==> src/rtl/ppio_pkg.sv <==
package ppio_pkg;

    localparam int PORT_W    = 8;
    localparam int HALF_W    = PORT_W / 2;
    localparam int BIT_IDX_W = $clog2(PORT_W);
    localparam int NUM_PORTS = 3;
    localparam int ADDR_W    = 2;
    localparam int CFG_W     = PORT_W - 1;

    typedef enum logic [ADDR_W-1:0] {
        SEL_A    = 2'b00,
        SEL_B    = 2'b01,
        SEL_C    = 2'b10,
        SEL_CTRL = 2'b11
    } port_sel_e;

    // Field order follows the configuration word, bit 6 down to bit 0.
    typedef struct packed {
        logic [1:0] grp_a_mode;
        logic       a_in;
        logic       cu_in;
        logic       grp_b_mode;
        logic       b_in;
        logic       cl_in;
    } cfg_t;

    localparam cfg_t CFG_RESET = '{
        grp_a_mode: 2'b00, a_in: 1'b1, cu_in: 1'b1,
        grp_b_mode: 1'b0,  b_in: 1'b1, cl_in: 1'b1
    };

    typedef struct packed {
        logic [NUM_PORTS-1:0] port_wr;
        logic                 mode_ld;
        logic                 bit_ld;
        logic [BIT_IDX_W-1:0] bit_idx;
        logic                 bit_val;
        logic                 rd_en;
        port_sel_e            sel;
    } bus_req_t;

    // Per-bit input mask of a port: 1 means the bit is an input.
    function automatic logic [PORT_W-1:0] in_mask(input cfg_t c, input int p);
        logic [PORT_W-1:0] m;
        case (p)
            0:       m = {PORT_W{c.a_in}};
            1:       m = {PORT_W{c.b_in}};
            default: m = {{HALF_W{c.cu_in}}, {HALF_W{c.cl_in}}};
        endcase
        return m;
    endfunction

    function automatic logic [PORT_W-1:0] merge_rd(
        input logic [PORT_W-1:0] mask,
        input logic [PORT_W-1:0] latch,
        input logic [PORT_W-1:0] pins
    );
        return (pins & mask) | (latch & ~mask);
    endfunction

endpackage

==> src/rtl/ppio_bus_dec.sv <==
module ppio_bus_dec
    import ppio_pkg::*;
(
    input  logic                 cs,
    input  logic                 rd,
    input  logic                 wr,
    input  logic [ADDR_W-1:0]    addr,
    input  logic                 ctl_msb,
    input  logic [BIT_IDX_W:0]   ctl_lo,
    output bus_req_t             req
);

    logic wr_hit;
    logic ctrl_hit;

    assign wr_hit   = cs && wr;
    assign ctrl_hit = (port_sel_e'(addr) == SEL_CTRL);

    always_comb begin
        req         = '0;
        req.sel     = port_sel_e'(addr);
        for (int p = 0; p < NUM_PORTS; p++) begin
            req.port_wr[p] = wr_hit && (int'(addr) == p);
        end
        req.mode_ld = wr_hit && ctrl_hit && ctl_msb;
        req.bit_ld  = wr_hit && ctrl_hit && !ctl_msb;
        req.bit_idx = ctl_lo[BIT_IDX_W:1];
        req.bit_val = ctl_lo[0];
        req.rd_en   = cs && rd && !ctrl_hit;
    end

endmodule

==> src/rtl/ppio_cfg.sv <==
module ppio_cfg
    import ppio_pkg::*;
(
    input  logic             clk,
    input  logic             rst,
    input  logic             ld,
    input  logic [CFG_W-1:0] word,
    output cfg_t             cfg_q
);

    always_ff @(posedge clk) begin
        if (rst) begin
            cfg_q <= CFG_RESET;
        end else if (ld) begin
            cfg_q <= cfg_t'(word);
        end
    end


    cfg_load_chk: assert property (@(posedge clk) disable iff (rst)
        ld |=> (cfg_q.grp_a_mode == $past(word[6:5]) &&
                cfg_q.grp_b_mode == $past(word[2]) &&
                cfg_q.a_in == $past(word[4]) && cfg_q.cu_in == $past(word[3]) &&
                cfg_q.b_in == $past(word[1]) && cfg_q.cl_in == $past(word[0])));


    cfg_hold_chk: assert property (@(posedge clk) disable iff (rst)
        !ld |=> $stable(cfg_q));

endmodule

==> src/rtl/ppio_latch.sv <==
module ppio_latch
    import ppio_pkg::*;
#(
    parameter int W     = PORT_W,
    parameter int IDX_W = $clog2(W)
) (
    input  logic             clk,
    input  logic             rst,
    input  logic             clr,
    input  logic             wr,
    input  logic [W-1:0]     wdata,
    input  logic             bit_wr,
    input  logic [IDX_W-1:0] bit_idx,
    input  logic             bit_val,
    output logic [W-1:0]     q
);

    logic [W-1:0] bit_sel;

    assign bit_sel = W'(1) << bit_idx;

    always_ff @(posedge clk) begin
        if (rst || clr) begin
            q <= '0;
        end else if (wr) begin
            q <= wdata;
        end else if (bit_wr) begin
            q <= bit_val ? (q | bit_sel) : (q & ~bit_sel);
        end
    end


    clr_zero_chk: assert property (@(posedge clk) disable iff (rst)
        clr |=> (q == '0));


    wr_take_chk: assert property (@(posedge clk) disable iff (rst)
        (wr && !clr) |=> (q == $past(wdata)));


    hold_chk: assert property (@(posedge clk) disable iff (rst)
        (!clr && !wr && !bit_wr) |=> $stable(q));


    bit_hit_chk: assert property (@(posedge clk) disable iff (rst)
        (bit_wr && !wr && !clr) |=> (q[$past(bit_idx)] == $past(bit_val)));


    bit_keep_chk: assert property (@(posedge clk) disable iff (rst)
        (bit_wr && !wr && !clr) |=>
            ((q & ~(W'(1) << $past(bit_idx))) == ($past(q) & ~(W'(1) << $past(bit_idx)))));

endmodule

==> src/rtl/ppio_ctrl.sv <==
module ppio_ctrl
    import ppio_pkg::*;
(
    input  logic              clk,
    input  logic              rst,
    input  logic              cs_i,
    input  logic              rd_i,
    input  logic              wr_i,
    input  logic [ADDR_W-1:0] addr_i,
    input  logic [PORT_W-1:0] din_i,
    output logic [PORT_W-1:0] dout_o,
    output logic              dout_oe_o,
    input  logic [PORT_W-1:0] pa_in_i,
    output logic [PORT_W-1:0] pa_out_o,
    output logic [PORT_W-1:0] pa_oe_o,
    input  logic [PORT_W-1:0] pb_in_i,
    output logic [PORT_W-1:0] pb_out_o,
    output logic [PORT_W-1:0] pb_oe_o,
    input  logic [PORT_W-1:0] pc_in_i,
    output logic [PORT_W-1:0] pc_out_o,
    output logic [PORT_W-1:0] pc_oe_o
);

    bus_req_t          req;
    cfg_t              cfg;
    logic [PORT_W-1:0] pin_in  [NUM_PORTS];
    logic [PORT_W-1:0] lat_q   [NUM_PORTS];
    logic [PORT_W-1:0] dir_in  [NUM_PORTS];
    logic [PORT_W-1:0] rd_val  [NUM_PORTS];

    ppio_bus_dec u_dec (
        .cs      (cs_i),
        .rd      (rd_i),
        .wr      (wr_i),
        .addr    (addr_i),
        .ctl_msb (din_i[PORT_W-1]),
        .ctl_lo  (din_i[BIT_IDX_W:0]),
        .req     (req)
    );

    ppio_cfg u_cfg (
        .clk   (clk),
        .rst   (rst),
        .ld    (req.mode_ld),
        .word  (din_i[CFG_W-1:0]),
        .cfg_q (cfg)
    );

    assign pin_in[0] = pa_in_i;
    assign pin_in[1] = pb_in_i;
    assign pin_in[2] = pc_in_i;

    for (genvar p = 0; p < NUM_PORTS; p++) begin : g_port
        localparam bit HAS_BIT_OPS = (p == int'(SEL_C));

        ppio_latch #(.W(PORT_W)) u_lat (
            .clk     (clk),
            .rst     (rst),
            .clr     (req.mode_ld),
            .wr      (req.port_wr[p]),
            .wdata   (din_i),
            .bit_wr  (req.bit_ld && HAS_BIT_OPS),
            .bit_idx (req.bit_idx),
            .bit_val (req.bit_val),
            .q       (lat_q[p])
        );

        assign dir_in[p] = in_mask(cfg, p);
        assign rd_val[p] = merge_rd(dir_in[p], lat_q[p], pin_in[p]);
    end

    assign pa_out_o = lat_q[0];
    assign pb_out_o = lat_q[1];
    assign pc_out_o = lat_q[2];
    assign pa_oe_o  = ~dir_in[0];
    assign pb_oe_o  = ~dir_in[1];
    assign pc_oe_o  = ~dir_in[2];

    always_comb begin
        dout_o = '0;
        if (req.rd_en) begin
            case (req.sel)
                SEL_A:   dout_o = rd_val[0];
                SEL_B:   dout_o = rd_val[1];
                SEL_C:   dout_o = rd_val[2];
                default: dout_o = '0;
            endcase
        end
    end

    assign dout_oe_o = req.rd_en;


    reset_dir_chk: assert property (@(posedge clk)
        rst |=> (pa_oe_o == '0 && pb_oe_o == '0 && pc_oe_o == '0 &&
                 pa_out_o == '0 && pb_out_o == '0 && pc_out_o == '0));


    oe_idle_chk: assert property (@(posedge clk) disable iff (rst)
        !(cs_i && rd_i) |-> !dout_oe_o);


    ctrl_noread_chk: assert property (@(posedge clk) disable iff (rst)
        (cs_i && rd_i && addr_i == 2'b11) |-> !dout_oe_o);


    rd_out_a_chk: assert property (@(posedge clk) disable iff (rst)
        (dout_oe_o && addr_i == 2'b00 && pa_oe_o == '1) |-> (dout_o == pa_out_o));


    rd_in_b_chk: assert property (@(posedge clk) disable iff (rst)
        (dout_oe_o && addr_i == 2'b01 && pb_oe_o == '0) |-> (dout_o == pb_in_i));


    oe_half_chk: assert property (@(posedge clk) disable iff (rst)
        1'b1 |-> ($countones(pc_oe_o[7:4]) % 4 == 0 && $countones(pc_oe_o[3:0]) % 4 == 0));

endmodule

==> config.mk <==
export PLATFORM = sky130hd
export DESIGN_NAME = ppio_ctrl
export DESIGN_NICKNAME = d
export VERILOG_FILES = /design/src/rtl/ppio_pkg.sv /design/src/rtl/ppio_bus_dec.sv /design/src/rtl/ppio_cfg.sv /design/src/rtl/ppio_latch.sv /design/src/rtl/ppio_ctrl.sv
export SDC_FILE = /design/constraint.sdc
export NUM_CORES = 1
export LEC_CHECK = 0
export ABC_CLOCK_PERIOD_IN_PS = 2800
export CORE_MARGIN = 2
export CORE_UTILIZATION = 40
export CTS_BUF_LIST = sky130_fd_sc_hd__clkbuf_16
export DETAILED_ROUTE_END_ITERATION = 7
export PLACE_DENSITY_LB_ADDON = 0.1
export SKIP_LAST_GASP = 1
export SYNTH_ARGS = -nofsm -noshare
export SYNTH_HDL_FRONTEND = slang
export SYNTH_SLANG_ARGS = --single-unit
==> constraint.sdc <==
create_clock -name clk -period 2.8 [get_ports clk]
set_input_delay 0.42 -clock clk [delete_from_list [all_inputs] [get_ports clk]]
set_output_delay 0.42 -clock clk [all_outputs]
set_load 0.02 [all_outputs]
==> flow_summary.json <==
{
  "hold_viol": 0,
  "combinationalPowerShare_pct": 22.3,
  "mappedNetlistNets": 280,
  "maximum_number_of_pins_on_one_net_before_global_route_repair": 31,
  "mappedNetlistArea_sq_um": 1910,
  "cts-resized-gates": 0,
  "max_freq_mhz": 376,
  "die_width_um": 73.1,
  "critical_path.reg2reg.endpoint": "u_cfg.cfg_q[4]$_SDFFE_PP1P_",
  "detailedPlacementHpwl_mm": 4.11,
  "slew-limit-headroom_pct": 58.2,
  "clock_tree.buffer_depth": 2,
  "grt.overflow.total": 0,
  "num_rows": 25,
  "timing.setup.tns_ps": 0,
  "synth_warnings": 0,
  "power-per-cell-area_nw_per_um2": 380,
  "postLayoutCellArea_sq_um": 2840,
  "worst_hold_path.num_cells": 2,
  "grt_setup_unrepaired": "false",
  "timing.final.setup_violations": 0,
  "initial_core_util_pct": 40.9,
  "cts.htree.levels": 1,
  "clockPowerShare_pct": 39.0,
  "clock_edge_transition_at_the_registers_on_the_reported_setup_and_hold_paths_ps": 70,
  "share_of_the_yosys_chip_area_belonging_to_registers_pct": 29.4,
  "chipHeight_um": 73.1,
  "antenna_cells": 0,
  "p_switching_mw": 0.261,
  "count_of_mapped_cells_out_of_synthesis": 241,
  "finish.utilization_pct": 61.0,
  "cts_buffers": 3,
  "cellLeakagePower_nw": 1.09,
  "cts_num_sinks": 28,
  "critPathCaptureType": "output pin",
  "cellInternalPower_mw": 0.819,
  "finish.net_count": 349,
  "initialDrtViolationCount": 79,
  "post_route_cells_drive_above_1_share_pct": 8.09,
  "outcome": "finished, final reports clean",
  "setup.worst_path.class": "input pin to output pin",
  "fp.dieArea_sq_um": 5340,
  "power_switching_share_pct": 24.2,
  "final_max_slew_viol_count": 0,
  "cp.required_ps": 2380,
  "layout-area-overhead-vs-synth_pct": 48.9,
  "cts_hold_buf": 0,
  "hold_critical_path_endpoint": "g_port[0].u_lat.q[5]$_SDFFE_PP0P_",
  "holdCritPathClass": "register to register",
  "worst_ep_arrival_time_ps": 2240,
  "timing.critical_path.from_type": "input pin",
  "initial_antenna_violation_count": 0,
  "r2r_start": "u_cfg.cfg_q[4]$_SDFFE_PP1P_",
  "worstHoldStart": "g_port[0].u_lat.q[5]$_SDFFE_PP0P_",
  "grt_util_all_layers_pct": 20.3,
  "average_cell_area_after_synthesis_sq_um": 7.92,
  "first_global_vias": 1708,
  "clk-insertion-delay-late_ps": 260,
  "cts_tree": "yes",
  "tightestPinTransition_ps": 622,
  "final_cells": 363,
  "r2r_setup_slack_ps": 1820,
  "period_minus_slack_ps": 2660,
  "power.sequential.fraction_pct": 38.7,
  "drt.antenna.violating_nets": 0,
  "timing.reg2reg.worst_path_depth": 1,
  "pin_count": 96,
  "post_cts_buffers": 0,
  "num_vias": 1937,
  "hold_worst_slack_ps": 472,
  "post-place-cells": 359,
  "detail_route.first_pass.iterations": 4,
  "post_detailed_route_via_to_cell_ratio": 5.34,
  "io_buffer_count": 95,
  "drcViolationCount": 0,
  "final_routed_wire_length_divided_by_cell_count_um": 15.2,
  "grt_first_pass_wirelength_mm": 8.51,
  "irDropWorstVdd_uv": 224,
  "timing.critical_path.fanout_max": 30,
  "max-cap-violations": 0,
  "finalWirelength_mm": 5.53,
  "finalClockSkew_ps": 0,
  "postSynthRegisterBits": 28,
  "cts_root_buffer": "clkbuf_16",
  "final.period_utilization_pct": 95.0,
  "coreArea_sq_um": 4660,
  "place.gp.congestion": 0.809,
  "yosys.cell_types.count": 37,
  "post_dp_cell_area_sq_um": 2740
}
worst max path at each step:
stage	startpoint	to	cells past startpoint
2_1_floorplan	addr_i[0]	dout_o[0]	5
3_3_place_gp	addr_i[0]	dout_o[0]	6
3_5_place_dp	addr_i[0]	dout_o[3]	6
4_1_cts	addr_i[0]	dout_o[0]	6
5_1_grt	u_cfg.cfg_q[4]$_SDFFE_PP1P_	dout_o[7]	4
6_report	addr_i[0]	dout_o[3]	6
area by class of cell:
class / instances / area (sq um)
Multi-Input combinational cell: 171 / 1080
Fill cell: 433 / 1820
Timing Repair Buffer: 102 / 1020
Inverter: 4 / 15.0
Tap cell: 54 / 67.6
Clock inverter: 1 / 30.0
Clock buffer: 3 / 75.1
Sequential cell: 28 / 561
worst max-delay path, cell delays in order:
cell             delay, ps
clkdlybuf4s50_1        500
buf_12                 190
a211oi_1                70
a211o_1                310
a21oi_1                130
clkdlybuf4s50_1        620
cell usage in the layout, fill, tap and decap left out, types with 3 or more instances in the layout:
master and instances:
clkbuf_16 3, nor4_1 4, nor3_1 5, nor2b_1 9
a21oi_1 26, mux2_2 8, nand2b_1 4, and3_1 4
nor2_1 13, a211o_1 12, inv_1 4, nand2_1 42
clkdlybuf4s50_1 95, a211oi_1 10, dfxtp_1 28, mux2i_1 12
buf_4 6
cells in the mapped netlist (all sizes together):
library cell  count  area, sq um
and4              1         8.76
nor2b             9         56.3
a211oi           10         75.1
o21a              2         15.0
nand2b            5         33.8
or4               1         11.3
mux2i            12          120
a2111oi           1         10.0
nor4              4         25.0
or4b              1         10.0
dfxtp            28          561
or3               1         6.26
and3b             1         8.76
nand4b            2         17.5
nor3              5         25.0
and4b             1         10.0
inv               4         15.0
xor2              1         8.76
and3              4         25.0
a211o            12          105
clkbuf            2         7.51
nand3             2         10.0
mux2              8         90.1
nand3b            1         20.0
o31a              1         8.76
nand2            43          164
nor2             13         48.8
nand4             2         12.5
buf              36          248
a21oi            27          139
nor3b             1         12.5
power groups by stage:
| stage | Combinational [mW] | Clock (mW) | Sequential, mW |
|---|---|---|---|
| floorplan | 0.120 | 0 | 0.434 |
| global placement | 0.239 | 0 | 0.428 |
| detailed placement | 0.241 | 0 | 0.428 |
| CTS | 0.242 | 0.429 | 0.418 |
| global route | 0.257 | 0.444 | 0.420 |
| finish | 0.241 | 0.422 | 0.418 |
stage by stage:
| step | power, mW | worst slack, ps |
|---|---|---|
| global placement | 0.667 | 152 |
| floorplan | 0.554 | 939 |
| detailed placement | 0.668 | 148 |
| finish | 1.08 | 139 |
| CTS | 1.09 | 139 |
| global route | 1.12 | 28.6 |
routing by layer:
metal | share of wire, % | up-vias | GRT usage, %
met2 | 45 | 73 | 33.3
met4 | 1.0 | 0 | 4.12
li1 | - | 965 | -
met3 | 6.4 | 6 | 3.87
met5 | 0 | - | 0
met1 | 47 | 893 | 27.8
kinds of logic after synthesis:
logic type                synth area share, %
DFF                                      29.4
xor gates and xnor gates                0.459
and+or+nand+nor                          26.5
buffers and inverters                    14.2
AOI/OAI and AO/OA                        18.5
muxes                                    11.0
No activity file was read; power rests on OpenSTA's default activity.
